File: config.mk
export PLATFORM = sky130hd
export DESIGN_NAME = chain_insert_engine
export DESIGN_NICKNAME = d
export VERILOG_FILES = /design/src/rtl/ins_pkg.sv /design/src/rtl/ins_rd_track.sv /design/src/rtl/ins_cell_hold.sv /design/src/rtl/chain_insert_engine.sv
export SDC_FILE = /design/constraint.sdc
export NUM_CORES = 1
export LEC_CHECK = 0
export BUFFER_PORTS_ARGS = -buffer_cell sky130_fd_sc_hd__buf_2
export CAP_MARGIN = 40
export CORE_UTILIZATION = 45
export DETAILED_ROUTE_END_ITERATION = 10
export HOLD_SLACK_MARGIN = 0.05
export PLACE_DENSITY_LB_ADDON = 0.25
export SYNTH_ARGS = -nofsm -noshare
export SYNTH_HDL_FRONTEND = slang
export SYNTH_SLANG_ARGS = --single-unit
File: constraint.sdc
create_clock -name clk -period 1.6 [get_ports clk]
set_input_delay 0.24 -clock clk [delete_from_list [all_inputs] [get_ports clk]]
set_output_delay 0.24 -clock clk [all_outputs]
set_load 0.01 [all_outputs]
File: src/rtl/ins_pkg.sv
package ins_pkg;
  typedef enum logic [1:0] {
    RES_ADDED = 2'd0,
    RES_SAME  = 2'd1,
    RES_FULL  = 2'd2
  } ins_res_e;

  typedef enum logic [3:0] {
    ST_IDLE,
    ST_HEAD_WR,
    ST_NEW_WR,
    ST_RD,
    ST_WAIT,
    ST_CHECK,
    ST_UPD_WR,
    ST_LINK_WR,
    ST_RESP
  } ins_st_e;
endpackage

File: src/rtl/ins_rd_track.sv
module ins_rd_track #(
  parameter int LAT = 2,
  parameter int AW  = 3
) (
  input  logic          clk,
  input  logic          rst_n,
  input  logic          issue,
  input  logic [AW-1:0] issue_addr,
  output logic          ret,
  output logic [AW-1:0] ret_addr
);
  logic [LAT-1:0] vpipe;
  logic [AW-1:0]  apipe [LAT];

  for (genvar g = 0; g < LAT; g++) begin : g_stage
    if (g == 0) begin : g_first
      always_ff @(posedge clk) begin
        if (!rst_n) vpipe[g] <= 1'b0;
        else        vpipe[g] <= issue;
        apipe[g] <= issue_addr;
      end
    end else begin : g_rest
      always_ff @(posedge clk) begin
        if (!rst_n) vpipe[g] <= 1'b0;
        else        vpipe[g] <= vpipe[g-1];
        apipe[g] <= apipe[g-1];
      end
    end
  end

  assign ret      = vpipe[LAT-1];
  assign ret_addr = apipe[LAT-1];


  rd_one_outstanding_chk: assert property (@(posedge clk) disable iff (!rst_n)
    issue |-> (vpipe == '0));
endmodule

File: src/rtl/ins_cell_hold.sv
module ins_cell_hold #(
  parameter int KW = 16,
  parameter int VW = 8,
  parameter int AW = 3
) (
  input  logic          clk,
  input  logic          rst_n,
  input  logic          load,
  input  logic [AW-1:0] in_addr,
  input  logic [KW-1:0] in_key,
  input  logic [VW-1:0] in_val,
  input  logic [AW-1:0] in_next,
  input  logic          in_nvld,
  output logic [AW-1:0] h_addr,
  output logic [KW-1:0] h_key,
  output logic [VW-1:0] h_val,
  output logic [AW-1:0] h_next,
  output logic          h_nvld
);
  always_ff @(posedge clk) begin
    if (!rst_n) begin
      h_addr <= '0;
      h_key  <= '0;
      h_val  <= '0;
      h_next <= '0;
      h_nvld <= 1'b0;
    end else if (load) begin
      h_addr <= in_addr;
      h_key  <= in_key;
      h_val  <= in_val;
      h_next <= in_next;
      h_nvld <= in_nvld;
    end
  end
endmodule

File: src/rtl/chain_insert_engine.sv
module chain_insert_engine
  import ins_pkg::*;
#(
  parameter int KW     = 16,
  parameter int VW     = 8,
  parameter int BW     = 2,
  parameter int AW     = 3,
  parameter int RD_LAT = 2
) (
  input  logic          clk,
  input  logic          rst_n,
  input  logic          cmd_valid,
  output logic          cmd_ready,
  input  logic [KW-1:0] cmd_key,
  input  logic [VW-1:0] cmd_value,
  input  logic [BW-1:0] cmd_bucket,
  input  logic [AW-1:0] cmd_head_ptr,
  input  logic          cmd_head_vld,
  input  logic          alloc_avail,
  input  logic [AW-1:0] alloc_addr,
  output logic          alloc_take,
  output logic          head_wr_en,
  output logic [BW-1:0] head_wr_bucket,
  output logic [AW-1:0] head_wr_ptr,
  output logic          head_wr_vld,
  output logic          ram_rd_en,
  output logic [AW-1:0] ram_rd_addr,
  input  logic [KW-1:0] ram_rd_key,
  input  logic [VW-1:0] ram_rd_value,
  input  logic [AW-1:0] ram_rd_next,
  input  logic          ram_rd_nvld,
  output logic          ram_wr_en,
  output logic [AW-1:0] ram_wr_addr,
  output logic [KW-1:0] ram_wr_key,
  output logic [VW-1:0] ram_wr_value,
  output logic [AW-1:0] ram_wr_next,
  output logic          ram_wr_nvld,
  output logic          res_valid,
  input  logic          res_ready,
  output logic [1:0]    res_code,
  output logic [KW-1:0] res_key
);
  ins_st_e       st;
  ins_res_e      code_r;
  logic [KW-1:0] k_r;
  logic [VW-1:0] v_r;
  logic [BW-1:0] bkt_r;
  logic [AW-1:0] walk_ptr;
  logic [AW-1:0] new_ptr;
  logic          link_f;

  logic          ret;
  logic [AW-1:0] ret_addr;
  logic [AW-1:0] h_addr;
  logic [KW-1:0] h_key;
  logic [VW-1:0] h_val;
  logic [AW-1:0] h_next;
  logic          h_nvld;

  ins_rd_track #(.LAT(RD_LAT), .AW(AW)) u_track (
    .clk(clk), .rst_n(rst_n),
    .issue(ram_rd_en), .issue_addr(ram_rd_addr),
    .ret(ret), .ret_addr(ret_addr)
  );

  // The tail cell's address and contents stay latched until the link write.
  ins_cell_hold #(.KW(KW), .VW(VW), .AW(AW)) u_hold (
    .clk(clk), .rst_n(rst_n), .load(ret),
    .in_addr(ret_addr), .in_key(ram_rd_key), .in_val(ram_rd_value),
    .in_next(ram_rd_next), .in_nvld(ram_rd_nvld),
    .h_addr(h_addr), .h_key(h_key), .h_val(h_val),
    .h_next(h_next), .h_nvld(h_nvld)
  );

  always_ff @(posedge clk) begin
    if (!rst_n) begin
      st       <= ST_IDLE;
      code_r   <= RES_ADDED;
      k_r      <= '0;
      v_r      <= '0;
      bkt_r    <= '0;
      walk_ptr <= '0;
      new_ptr  <= '0;
      link_f   <= 1'b0;
    end else begin
      unique case (st)
        ST_IDLE: if (cmd_valid) begin
          k_r    <= cmd_key;
          v_r    <= cmd_value;
          bkt_r  <= cmd_bucket;
          link_f <= 1'b0;
          if (cmd_head_vld) begin
            walk_ptr <= cmd_head_ptr;
            st       <= ST_RD;
          end else if (alloc_avail) begin
            new_ptr <= alloc_addr;
            st      <= ST_HEAD_WR;
          end else begin
            code_r <= RES_FULL;
            st     <= ST_RESP;
          end
        end
        ST_HEAD_WR: st <= ST_NEW_WR;
        ST_NEW_WR: begin
          if (link_f) st <= ST_LINK_WR;
          else begin
            code_r <= RES_ADDED;
            st     <= ST_RESP;
          end
        end
        ST_RD:   st <= ST_WAIT;
        ST_WAIT: if (ret) st <= ST_CHECK;
        ST_CHECK: begin
          if (h_key == k_r) st <= ST_UPD_WR;
          else if (h_nvld) begin
            walk_ptr <= h_next;
            st       <= ST_RD;
          end else if (alloc_avail) begin
            new_ptr <= alloc_addr;
            link_f  <= 1'b1;
            st      <= ST_NEW_WR;
          end else begin
            code_r <= RES_FULL;
            st     <= ST_RESP;
          end
        end
        ST_UPD_WR: begin
          code_r <= RES_SAME;
          st     <= ST_RESP;
        end
        ST_LINK_WR: begin
          code_r <= RES_ADDED;
          st     <= ST_RESP;
        end
        ST_RESP: if (res_ready) st <= ST_IDLE;
        default: st <= ST_IDLE;
      endcase
    end
  end

  assign cmd_ready      = (st == ST_IDLE);
  assign res_valid      = (st == ST_RESP);
  assign res_code       = code_r;
  assign res_key        = k_r;
  assign head_wr_en     = (st == ST_HEAD_WR);
  assign head_wr_bucket = bkt_r;
  assign head_wr_ptr    = new_ptr;
  assign head_wr_vld    = 1'b1;
  assign ram_rd_en      = (st == ST_RD);
  assign ram_rd_addr    = walk_ptr;
  assign alloc_take     = (st == ST_NEW_WR);

  always_comb begin
    ram_wr_en    = 1'b0;
    ram_wr_addr  = new_ptr;
    ram_wr_key   = k_r;
    ram_wr_value = v_r;
    ram_wr_next  = '0;
    ram_wr_nvld  = 1'b0;
    unique case (st)
      ST_NEW_WR: ram_wr_en = 1'b1;
      ST_UPD_WR: begin
        ram_wr_en   = 1'b1;
        ram_wr_addr = h_addr;
        ram_wr_key  = h_key;
        ram_wr_next = h_next;
        ram_wr_nvld = h_nvld;
      end
      ST_LINK_WR: begin
        ram_wr_en    = 1'b1;
        ram_wr_addr  = h_addr;
        ram_wr_key   = h_key;
        ram_wr_value = h_val;
        ram_wr_next  = new_ptr;
        ram_wr_nvld  = 1'b1;
      end
      default: ;
    endcase
  end


  busy_excl_chk: assert property (@(posedge clk) disable iff (!rst_n)
    !(cmd_ready && res_valid));

  head_then_cell_chk: assert property (@(posedge clk) disable iff (!rst_n)
    head_wr_en |=> ram_wr_en && !ram_wr_nvld && (ram_wr_addr == $past(head_wr_ptr)));

  no_self_link_chk: assert property (@(posedge clk) disable iff (!rst_n)
    (ram_wr_en && ram_wr_nvld) |-> (ram_wr_next != ram_wr_addr));

  link_after_new_chk: assert property (@(posedge clk) disable iff (!rst_n)
    (ram_wr_en && ram_wr_nvld && ram_wr_next == $past(ram_wr_addr) && $past(alloc_take))
      |-> $past(ram_wr_en && !ram_wr_nvld));

  take_single_chk: assert property (@(posedge clk) disable iff (!rst_n)
    alloc_take |=> !alloc_take);

  res_hold_chk: assert property (@(posedge clk) disable iff (!rst_n)
    (res_valid && !res_ready) |=> res_valid && $stable(res_code) && $stable(res_key));
endmodule

==> impl_metrics.ini <==
[final_layout]
antenna-diode-count = 0
regArea_um2 = 1590
drive_above_1_share = 0.612
syn_to_final_growth_pct = 67.7
multi_input_area_um2 = 2440
fillerInstances = 506
nets = 637
final_util = 0.775

[global_route]
grt_use_total = 0.264
grt_pass1_vias = 3527
antenna_found_initial = 0
grt_pass1_wl_um = 17100
grt_max_degree = 28
overflow = 0

[synthesis]
ys.flop_type = dfxtp_1
synth_commonest_cells = nand2_1 (80), dfxtp_1 (78), mux2i_1 (43), nor2_1 (43), a21oi_1 (30)
synth-async-reset-ratio = 0
yosysUniqueCellTypes = 43
syn_area_per_cell_um2 = 9.16
ys_top_cells_by_area = dfxtp_1 (44%), mux2i_1 (12%), mux2_2 (8.6%)
synth-seq-cells = 78
synth_edf_count = 0
synth.most_common_cell = nand2_1
yosysWarnings = 0
syn_nets = 454
ys_seq_area_frac = 0.439
synth_area_leader_cell = dfxtp_1
synth_top_area_frac = 0.439
synth_area_um2 = 3550
syn_inst = 388

[die]
fp.dieH_um = 90.9
die_w_um = 90.9
ios = 130
start_util = 0.462
die_area_um2 = 8260
core_um2 = 7690
rows = 32

[timing]
tightest_slew_ps = 547
timing.final.ws_setup_ps = -299
setup_violations = 75
finalMaxSlewViolations = 0
hold_viol = 0
slew_headroom = 0.635
hold_ws_ps = 117
period_share = 1.19
rsz0062_at_grt = yes
post-route-min-period_ps = 1900
fmax_mhz = 527
clock_skew_ps = 12.5

[outcome]
failed_checks = negative setup slack
outcome = finished, violations left

[worst_setup_path]
critPathCaptureType = flop
r2r-end = head_wr_ptr[0]
required_ps = 1850
rrSetupSlack_ps = -300
timing.rr.start = st[0]
path_max_fanout = 5
worstRegToRegCells = 6
arrival_ps = 2150
crit_type = reg -> reg
critPathLaunchType = flop

[hold_path]
worstHoldStart = cmd_key[9]
whs_endpoint = res_key[9]
min_path_cells = 3
hp-class = in -> reg

[routing]
ant_nets = 0
wl_per_cell_um = 17.5
drcViolationCount = 0
finalWirelength_um = 11800
drt_iter0_markers = 136
vias = 3517
drtPass1Iterations = 4
via_per_inst = 5.19

[clock_tree]
numCtsBuffers = 9
cts_hold_buf = 0
clk_pin_slew_worst_paths_ps = 90
cts_max_level = 3
cts_tree = yes
cts_sinks = 78
root_buffer = clkbuf_8
clockBufferDepth = 2
clock_latency_ps = 350

[place]
port_buffers = 128
pre_cts_ws_ps = -93.8
gp_congestion = 0.848
hpwl_um = 6850

[power_and_ir_drop]
irDropWorstVdd_mv = 0.485
internal-power_mw = 3.73
p_sw_frac = 0.316
clock_power_share = 0.269
power.density_nw_per_um2 = 914
p_switching_mw = 1.72
total_power_mw = 5.45
leakage_nw = 2.67
power_frac_comb = 0.334
seqPwrFrac = 0.397

[flow_run]
maxCapViolations = 0
-- per-layer routing --
| metal | up-vias | track usage | wire length, um |
|---|---|---|---|
| met1 | 1704 | 0.308 | 4870 |
| met5 | - | 0 | 0 |
| li1 | 1662 | - | - |
| met2 | 124 | 0.467 | 6130 |
| met3 | 27 | 0.0438 | 483 |
| met4 | 0 | 0.127 | 344 |
-- state kept, by name (all words and copies together), names as in the netlist, 4 cells and up --
name           flops
u_track.apipe      6
st                 4
v_r                8
u_hold.h_key      16
u_hold.h_val       8
res_key           16
-- what timing repair did --
item / CTS / global route
setup buffers: 11 / 8
endpoints found under the setup margin: 51 / 76
gates resized for setup: 83 / 127
gates cloned: 3 / 0
pin swaps: 27 / 50
-- final cells by class --
cell class | count | share of cell area
multi-input cells | 281 | 0.410
flip-flops and latches | 78 | 0.267
repair buffers | 196 | 0.266
clock buffers | 10 | 0.0214
well taps | 102 | 0.0214
clock inverters | 5 | 0.0101
inverters | 5 | 0.00357
-- power groups by stage --
stage          combinational, mW  sequential [mW]  clock [mW]
6_report                    1.82             2.16        1.47
3_5_place_dp                1.21             2.18           0
2_1_floorplan              0.625             2.21           0
4_1_cts                     1.45             2.15        1.47
5_1_grt                     1.91             2.17        1.56
3_3_place_gp                1.20             2.18           0
-- cell usage in the layout, fill, tap and decap left out, drive strengths merged, types with 2 or more instances in the layout --
| cell | n |
|---|---|
| o21ai | 3 |
| nor3 | 4 |
| nor4 | 3 |
| and2 | 2 |
| nor2b | 2 |
| clkbuf | 10 |
| xnor2 | 16 |
| a2bb2oi | 3 |
| nor2 | 43 |
| inv | 6 |
| dfxtp | 78 |
| mux2 | 27 |
| nand2b | 3 |
| a21oi | 31 |
| mux2i | 43 |
| buf | 196 |
| nand2 | 82 |
| clkinv | 2 |
| nand4 | 4 |
-- through the flow --
step           std cells  TNS, ps  area (um^2)
2_1_floorplan        388        0         3570
3_3_place_gp         643     -429         4660
3_5_place_dp         643     -739         4660
4_1_cts              671    -9520         5400
5_1_grt              677   -12680         5960
6_report             677    -9280         5960
-- worst max-delay path, stage by stage, from the launching register on --
cell and delay [ps]:
dfxtp_4 380, buf_6 140, nor4_4 350, nand2_4 100, a2bb2oi_4 190, a211oi_4 330
mux2i_1 310
-- kinds of logic (layout without fill, tap and decap cells) --
kind of cell,count (synthesis),in the layout,share of synthesized area
compound gates,44,44,0.0827
xor+xnor,16,16,0.0394
buf+inv,29,216,0.0377
flops,78,78,0.439
mux,70,70,0.207
other cells,1,1,0.00106
simple gates,150,150,0.193
-- worst max-delay path by stage --
stage | from | end | cells after the start
after detailed placement | u_hold.h_key[4] | st[3] | 6
after global routing | st[0] | head_wr_ptr[0] | 6
final | st[0] | head_wr_ptr[0] | 6
after CTS | st[2] | res_code[1] | 8
after floorplan | st[2] | ram_wr_value[0] | 5
after global placement | u_hold.h_key[4] | ram_rd_addr[2] | 5
(Power assumes the default switching activity.)
